`src/rtl/cfd_pkg.sv`:
```
package cfd_pkg;

  localparam int CNT_W = 16;

  typedef enum logic [2:0] {
    ST_IDLE,
    ST_HDR,
    ST_DATA,
    ST_CRC,
    ST_FILL
  } phase_e;

  // strobes from control to datapath
  typedef struct packed {
    logic hdrLd;
    logic dataLd;
    logic crcLd;
    logic addrLd;
    logic addrDec;
  } dpStrobe_t;

  // header fields the control needs once the header is in
  typedef struct packed {
    logic       cmpEn;
    logic       atEnd;
    logic       noFill;
    logic [3:0] fillCnt;
  } runCfg_t;

endpackage

```
`src/rtl/cfd_datapath.sv`:
```
module cfd_datapath
  import cfd_pkg::*;
#(
  parameter int DATA_BITS = 22,
  parameter int PAD_BITS  = 2
) (
  input  logic                 clk,
  input  logic                 rstN,
  input  dpStrobe_t            strb,
  input  logic [7:0]           inData,
  output logic [CNT_W-1:0]     hdrCount,
  output runCfg_t              cfg,
  output logic [DATA_BITS-1:0] frameWord,
  output logic [CNT_W-1:0]     frameAddr,
  output logic [15:0]          crcWord
);

  localparam int TOT_BITS    = DATA_BITS + PAD_BITS;
  localparam int FRAME_BYTES = TOT_BITS / 8;

  logic [23:0]        hdrReg;
  logic [23:0]        hdrNext;
  logic [7:0]         revByte;
  logic [TOT_BITS-1:0] frameSh;
  logic               unusedRsvd;

  assign hdrNext   = {hdrReg[15:0], inData};
  assign hdrCount  = hdrNext[CNT_W-1:0];
  assign cfg       = '{cmpEn: hdrReg[23], atEnd: hdrReg[22], noFill: hdrReg[20],
                       fillCnt: hdrReg[19:16]};
  assign unusedRsvd = hdrReg[21];

  // bit 0 of an incoming byte is the earliest (most significant) frame bit
  for (genvar i = 0; i < 8; i++) begin : g_rev
    assign revByte[i] = inData[7-i];
  end

  always_ff @(posedge clk or negedge rstN) begin
    if (!rstN) begin
      hdrReg  <= '0;
      crcWord <= '0;
    end else begin
      if (strb.hdrLd) hdrReg  <= hdrNext;
      if (strb.crcLd) crcWord <= {crcWord[7:0], inData};
    end
  end

  if (FRAME_BYTES == 1) begin : g_oneByte
    always_ff @(posedge clk or negedge rstN) begin
      if (!rstN)            frameSh <= '0;
      else if (strb.dataLd) frameSh <= revByte;
    end
  end else begin : g_multiByte
    always_ff @(posedge clk or negedge rstN) begin
      if (!rstN)            frameSh <= '0;
      else if (strb.dataLd) frameSh <= {frameSh[TOT_BITS-9:0], revByte};
    end
  end

  assign frameWord = frameSh[TOT_BITS-1 -: DATA_BITS];

  if (PAD_BITS > 0) begin : g_pad
    logic unusedPad;
    assign unusedPad = ^frameSh[PAD_BITS-1:0];
  end

  always_ff @(posedge clk or negedge rstN) begin
    if (!rstN)              frameAddr <= '0;
    else if (strb.addrLd)   frameAddr <= hdrNext[CNT_W-1:0] - CNT_W'(1);
    else if (strb.addrDec)  frameAddr <= frameAddr - CNT_W'(1);
  end


  ld_onehot_chk: assert property (@(posedge clk) disable iff (!rstN)
    $onehot0({strb.hdrLd, strb.dataLd, strb.crcLd}));

endmodule

```
`src/rtl/cfd_control.sv`:
```
module cfd_control
  import cfd_pkg::*;
#(
  parameter int FRAME_BYTES = 3
) (
  input  logic             clk,
  input  logic             rstN,
  input  logic             start,
  input  logic             inValid,
  input  logic [CNT_W-1:0] hdrCount,
  input  runCfg_t          cfg,
  output dpStrobe_t        strb,
  output logic             busy,
  output logic             crcFeed,
  output logic             wrStb,
  output logic             chkStb,
  output logic             doneStb
);

  localparam int CMAX = (FRAME_BYTES > 16) ? FRAME_BYTES : 16;
  localparam int CW   = $clog2(CMAX);
  localparam logic [CW-1:0] LAST_DATA = CW'(FRAME_BYTES - 1);

  phase_e           state;
  logic [CW-1:0]    byteCnt;
  logic [CNT_W-1:0] framesLeft;
  logic             take;
  logic             lastFrame;
  logic [3:0]       fillN;

  assign take      = inValid && (state != ST_IDLE);
  assign busy      = (state != ST_IDLE);
  assign lastFrame = (framesLeft == CNT_W'(1));
  assign fillN     = cfg.noFill ? 4'd0 : cfg.fillCnt;

  always_comb begin
    strb.hdrLd   = take && (state == ST_HDR);
    strb.dataLd  = take && (state == ST_DATA);
    strb.crcLd   = take && (state == ST_CRC);
    strb.addrLd  = take && (state == ST_HDR) && (byteCnt == CW'(2));
    strb.addrDec = wrStb;
    crcFeed      = strb.hdrLd || strb.dataLd;
  end

  always_ff @(posedge clk or negedge rstN) begin
    if (!rstN) begin
      state      <= ST_IDLE;
      byteCnt    <= '0;
      framesLeft <= '0;
      wrStb      <= 1'b0;
      chkStb     <= 1'b0;
      doneStb    <= 1'b0;
    end else begin
      wrStb   <= 1'b0;
      chkStb  <= 1'b0;
      doneStb <= 1'b0;
      unique case (state)
        ST_IDLE: begin
          if (start) begin
            state   <= ST_HDR;
            byteCnt <= '0;
          end
        end
        ST_HDR: begin
          if (take) begin
            if (byteCnt == CW'(2)) begin
              byteCnt    <= '0;
              framesLeft <= hdrCount;
              if (hdrCount == '0) begin
                doneStb <= 1'b1;
                state   <= ST_IDLE;
              end else begin
                state   <= ST_DATA;
              end
            end else begin
              byteCnt <= byteCnt + CW'(1);
            end
          end
        end
        ST_DATA: begin
          if (take) begin
            if (byteCnt == LAST_DATA) begin
              wrStb      <= 1'b1;
              byteCnt    <= '0;
              framesLeft <= framesLeft - CNT_W'(1);
              if (!cfg.atEnd || lastFrame) state <= ST_CRC;
              else if (fillN != 4'd0)      state <= ST_FILL;
              else                         state <= ST_DATA;
            end else begin
              byteCnt <= byteCnt + CW'(1);
            end
          end
        end
        ST_CRC: begin
          if (take) begin
            if (byteCnt == CW'(1)) begin
              chkStb  <= cfg.cmpEn;
              byteCnt <= '0;
              if (framesLeft == '0) begin
                doneStb <= 1'b1;
                state   <= ST_IDLE;
              end else if (fillN != 4'd0) begin
                state   <= ST_FILL;
              end else begin
                state   <= ST_DATA;
              end
            end else begin
              byteCnt <= byteCnt + CW'(1);
            end
          end
        end
        ST_FILL: begin
          if (take) begin
            if (byteCnt == CW'(fillN - 4'd1)) begin
              byteCnt <= '0;
              state   <= ST_DATA;
            end else begin
              byteCnt <= byteCnt + CW'(1);
            end
          end
        end
        default: state <= ST_IDLE;
      endcase
    end
  end


  done_idle_chk: assert property (@(posedge clk) disable iff (!rstN)
    doneStb |-> (state == ST_IDLE));


  start_entry_chk: assert property (@(posedge clk) disable iff (!rstN)
    ((state == ST_HDR) && ($past(state) == ST_IDLE)) |-> $past(start));


  chk_enable_chk: assert property (@(posedge clk) disable iff (!rstN)
    chkStb |-> cfg.cmpEn);


  chk_write_excl_chk: assert property (@(posedge clk) disable iff (!rstN)
    chkStb |-> !wrStb);

endmodule

```
`src/rtl/cfg_frame_deser.sv`:
```
module cfg_frame_deser
  import cfd_pkg::*;
#(
  parameter int DATA_BITS = 22,
  parameter int PAD_BITS  = 2
) (
  input  logic                 clk,
  input  logic                 rstN,
  input  logic                 start,
  input  logic                 inValid,
  input  logic [7:0]           inData,
  output logic                 busy,
  output logic                 crcFeed,
  output logic                 frameWrStb,
  output logic [15:0]          frameWrAddr,
  output logic [DATA_BITS-1:0] frameWrData,
  output logic                 crcCheckStb,
  output logic [15:0]          crcExpected,
  output logic                 doneStb
);

  localparam int FRAME_BYTES = (DATA_BITS + PAD_BITS) / 8;

  dpStrobe_t        strb;
  runCfg_t          cfg;
  logic [CNT_W-1:0] hdrCount;

  cfd_control #(
    .FRAME_BYTES(FRAME_BYTES)
  ) u_control (
    .clk      (clk),
    .rstN     (rstN),
    .start    (start),
    .inValid  (inValid),
    .hdrCount (hdrCount),
    .cfg      (cfg),
    .strb     (strb),
    .busy     (busy),
    .crcFeed  (crcFeed),
    .wrStb    (frameWrStb),
    .chkStb   (crcCheckStb),
    .doneStb  (doneStb)
  );

  cfd_datapath #(
    .DATA_BITS(DATA_BITS),
    .PAD_BITS (PAD_BITS)
  ) u_datapath (
    .clk       (clk),
    .rstN      (rstN),
    .strb      (strb),
    .inData    (inData),
    .hdrCount  (hdrCount),
    .cfg       (cfg),
    .frameWord (frameWrData),
    .frameAddr (frameWrAddr),
    .crcWord   (crcExpected)
  );

endmodule

```
`config.mk`:
```
export PLATFORM = sky130hd
export DESIGN_NAME = cfg_frame_deser
export DESIGN_NICKNAME = d
export VERILOG_FILES = /design/src/rtl/cfd_pkg.sv /design/src/rtl/cfd_datapath.sv /design/src/rtl/cfd_control.sv /design/src/rtl/cfg_frame_deser.sv
export SDC_FILE = /design/constraint.sdc
export NUM_CORES = 1
export LEC_CHECK = 0
export BUFFER_PORTS_ARGS = -buffer_cell sky130_fd_sc_hd__buf_2
export CELL_PAD_IN_SITES_DETAIL_PLACEMENT = 1
export CELL_PAD_IN_SITES_GLOBAL_PLACEMENT = 2
export CORE_MARGIN = 3
export CORE_UTILIZATION = 33
export DETAILED_ROUTE_END_ITERATION = 6
export HOLD_SLACK_MARGIN = 0.1
export PLACE_DENSITY = 0.73
export SLEW_MARGIN = 20
export SYNTH_ARGS = -nofsm -noshare
export SYNTH_HDL_FRONTEND = slang
export SYNTH_SLANG_ARGS = --single-unit
export TNS_END_PERCENT = 20
```
`constraint.sdc`:
```
create_clock -name clk -period 3.5 [get_ports clk]
set_input_delay 0.525 -clock clk [delete_from_list [all_inputs] [get_ports clk]]
set_output_delay 0.525 -clock clk [all_outputs]
set_load 0.01 [all_outputs]
```
==> impl_metrics.ini <==
[route]
drtIter0Drc = 290
vias_per_cell = 5.27
wl_per_cell_um = 18.5
drcViolationCount = 0
drt_pass1_iterations = 4
drt-total-wl_um = 15400
vias = 4394
antenna_left = 0

[critical_path]
timing.rr.start = u_control.byteCnt[0]$_DFFE_PN0P_
path_buf_inv = 1
worst_path_max_delay_cell = dfrtp_1
cpLargestDelayFamily = simple AND/OR/NAND/NOR gates
path_max_fanout = 9
timing.critical_path.depth = 12
r2r-end = u_datapath.frameAddr[12]$_DFFE_PN0P_
max_stage_delay_ps = 430
crit_path_end_kind = register
r2r_slack_ps = 400
critPathArrivalTime_ps = 3380
reg2reg_depth = 12
worstSetupStartpoint = u_control.byteCnt[0]$_DFFE_PN0P_
startpoint_type = register
required_ps = 3780
endpoint = u_datapath.frameAddr[12]$_DFFE_PN0P_
path_class = reg -> reg
cp_cell_sequence = inv_1, ha_1, or3b_1, nor2_2, mux2i_1, ha_1, nor3b_2, nand4_1, nand2_1, nand4_1, xor2_1, mux2i_1

[layout]
syn_to_final_growth_pct = 14.0
drive_above_1_share_pct = 24.1
fin_cells = 833
final_area_mm2 = 0.00626
n_antenna_cell = 0
nFillCells = 1859
nNetsFinal = 632

[grt]
grt_first_pass_wirelength_um = 25700
grt_usage_pct = 17.8
grt_pass1_vias = 4615
overflow = 0
antenna_found_initial = 0
grt_max_degree = 92

[cts]
cts_sinks = 104
h-tree-depth = 3
path_clk_slew_ps = 80
cts_made_buffers = 9
root_buffer = clkbuf_16
insertion_delay_ps = 360
clock_path_buffers = 2
cts_tree = built

[sta]
fin_crit_sh_pct = 88.6
period_needed_ps = 3100
postLayoutSetupSlackWorst_ps = 398
fin_skew_ps = 11.8
slew_headroom_pct = 42.4
fmax_mhz = 322
setup_viol = 0
rsz0062_at_grt = false
worst_pin_slew_ps = 862
hold_viol = 0
finalMaxSlewViolations = 0
tns_ps = 0

[logic_synthesis]
synthesis.nets = 590
synth_area_mm2 = 0.00549
seq_area_frac_synth_pct = 47.4
synth_cell_types = 59
synth_top_cells_by_area = dfrtp_1 (47%), mux2_2 (8.6%), nand2_1 (6.8%)
async_flop_share_pct = 100
syn-instance-count = 570
synth_top_flop_cell = dfrtp_1
syn_area_per_cell_um2 = 9.63
synth_warnings = 0
yosysMostFrequentCell = dfrtp_1
synth_top_area_share_pct = 47.4
ys_top_cells_by_count = dfrtp_1 (104), nand2_1 (99), mux2_2 (42)
synth_edf_count = 0
yosysTopAreaCell = dfrtp_1
ys_seq_elements = 104

[status]
status = finished, final reports clean

[place]
dp_slack_ps = 260
placed_cells_incl_taps = 816
gp_congestion = 0.834
hpwl_um = 11000
io_buffers = 70
place_area_mm2 = 0.00594

[power_and_ir_drop]
ir_worst_vdd_uv = 332
leakagePower_nw = 2.77
p_per_area_mw_per_mm2 = 932

[die]
die_y_um = 135
core-area_mm2 = 0.0161
rows = 46
start_util_pct = 34.2
fp.dieW_um = 135
die_area_mm2 = 0.0182
io_pins = 71

[flow_run]
max_cap_violations = 0

[hold_path]
hp-class = in -> reg
[layout make-up]
cell class	instances	area, µm²	share of cell area (%)
clock buffer	9	225	3.60
clock inverter	7	77.6	1.24
inverter	11	41.3	0.659
multi-input combinational	404	2590	41.3
sequential	104	2600	41.6
tap	216	270	4.32
timing repair buffer	82	458	7.31
[flip-flops by register name, summed over array words and instances, names as in the netlist]
| signal | count |
|---|---|
| u_control.doneStb | 1 |
| u_datapath.crcWord | 16 |
| u_datapath.frameSh | 24 |
| u_control.framesLeft | 16 |
| u_control.state | 3 |
| u_datapath.hdrReg | 22 |
| u_control.byteCnt | 4 |
| u_control.chkStb | 1 |
| u_datapath.frameAddr | 16 |
| u_control.wrStb | 1 |
[power by group]
part / internal (mW) / switching, mW
clock network: 0.512 / 0.524
registers: 1.76 / 0.624
logic: 1.09 / 1.33
total: 3.36 / 2.48
[cells by family after synthesis]
logic type	after synthesis	synth area share, %
AND/OR/NAND/NOR	216	19.0
adder cells (fa/ha/maj)	8	1.82
XOR/XNOR	29	4.63
buffers and inverters	62	5.90
multiplexers	52	10.4
flip-flops	104	47.4
AO/OA/AOI/OAI	99	10.9
[per-layer routing]
layer | share of wire, % | global-route usage [%] | vias up
met5 | 0 | 0 | -
li1 | - | - | 2070
met3 | 2.3 | 2.31 | 12
met1 | 48 | 25.0 | 2261
met2 | 49 | 28.9 | 51
met4 | 1.1 | 5.10 | 0
[worst min path at each step]
| stage | from | end | slack [ps] | depth (start not counted) |
|---|---|---|---|---|
| 6_report | inData[0] | u_datapath.hdrReg[0]$_DFFE_PN0P_ | 460 | 3 |
| 3_3_place_gp | rstN | u_datapath.hdrReg[20]$_DFFE_PN0P_ | 400 | 1 |
| 3_5_place_dp | rstN | u_datapath.hdrReg[12]$_DFFE_PN0P_ | 400 | 1 |
| 4_1_cts | inData[0] | u_datapath.hdrReg[0]$_DFFE_PN0P_ | 460 | 3 |
| 5_1_grt | inData[0] | u_datapath.hdrReg[0]$_DFFE_PN0P_ | 480 | 3 |
| 2_1_floorplan | rstN | u_control.byteCnt[0]$_DFFE_PN0P_ | 230 | 0 |
[stage by stage]
stage | utilization, % | hold slack [ps] | power [mW]
2_1_floorplan | - | 229 | 4.04
3_3_place_gp | 37.0 | 397 | 4.73
3_5_place_dp | 37.0 | 401 | 4.85
4_1_cts | 39.0 | 457 | 5.92
5_1_grt | 39.0 | 481 | 6.33
6_report | 39.0 | 460 | 5.84
[tightest hold or removal path, delay by kind of cell]
kind | cells | cell delay [ps]
buf+inv | 1 | 140
simple gates | 2 | 110
[placed cells by master (no fill, tap or decap), types with 16 or more instances in the layout]
cell type / n
nand2_1: 99
o21ai_0: 32
xor2_1: 18
nor3_1: 18
nor2_1: 30
mux2_2: 42
buf_2: 69
dfrtp_1: 104
a21oi_1: 32
nand3_1: 16
[repair_timing]
action / CTS / global route
hold buffers: 1 / 0
endpoints found under the hold margin: 13 / 0
setup endpoints to repair: 0 / 3
gates resized for setup: 0 / 1
buffers inserted: 0 / 0
No activity file was read; power rests on OpenSTA's default activity.
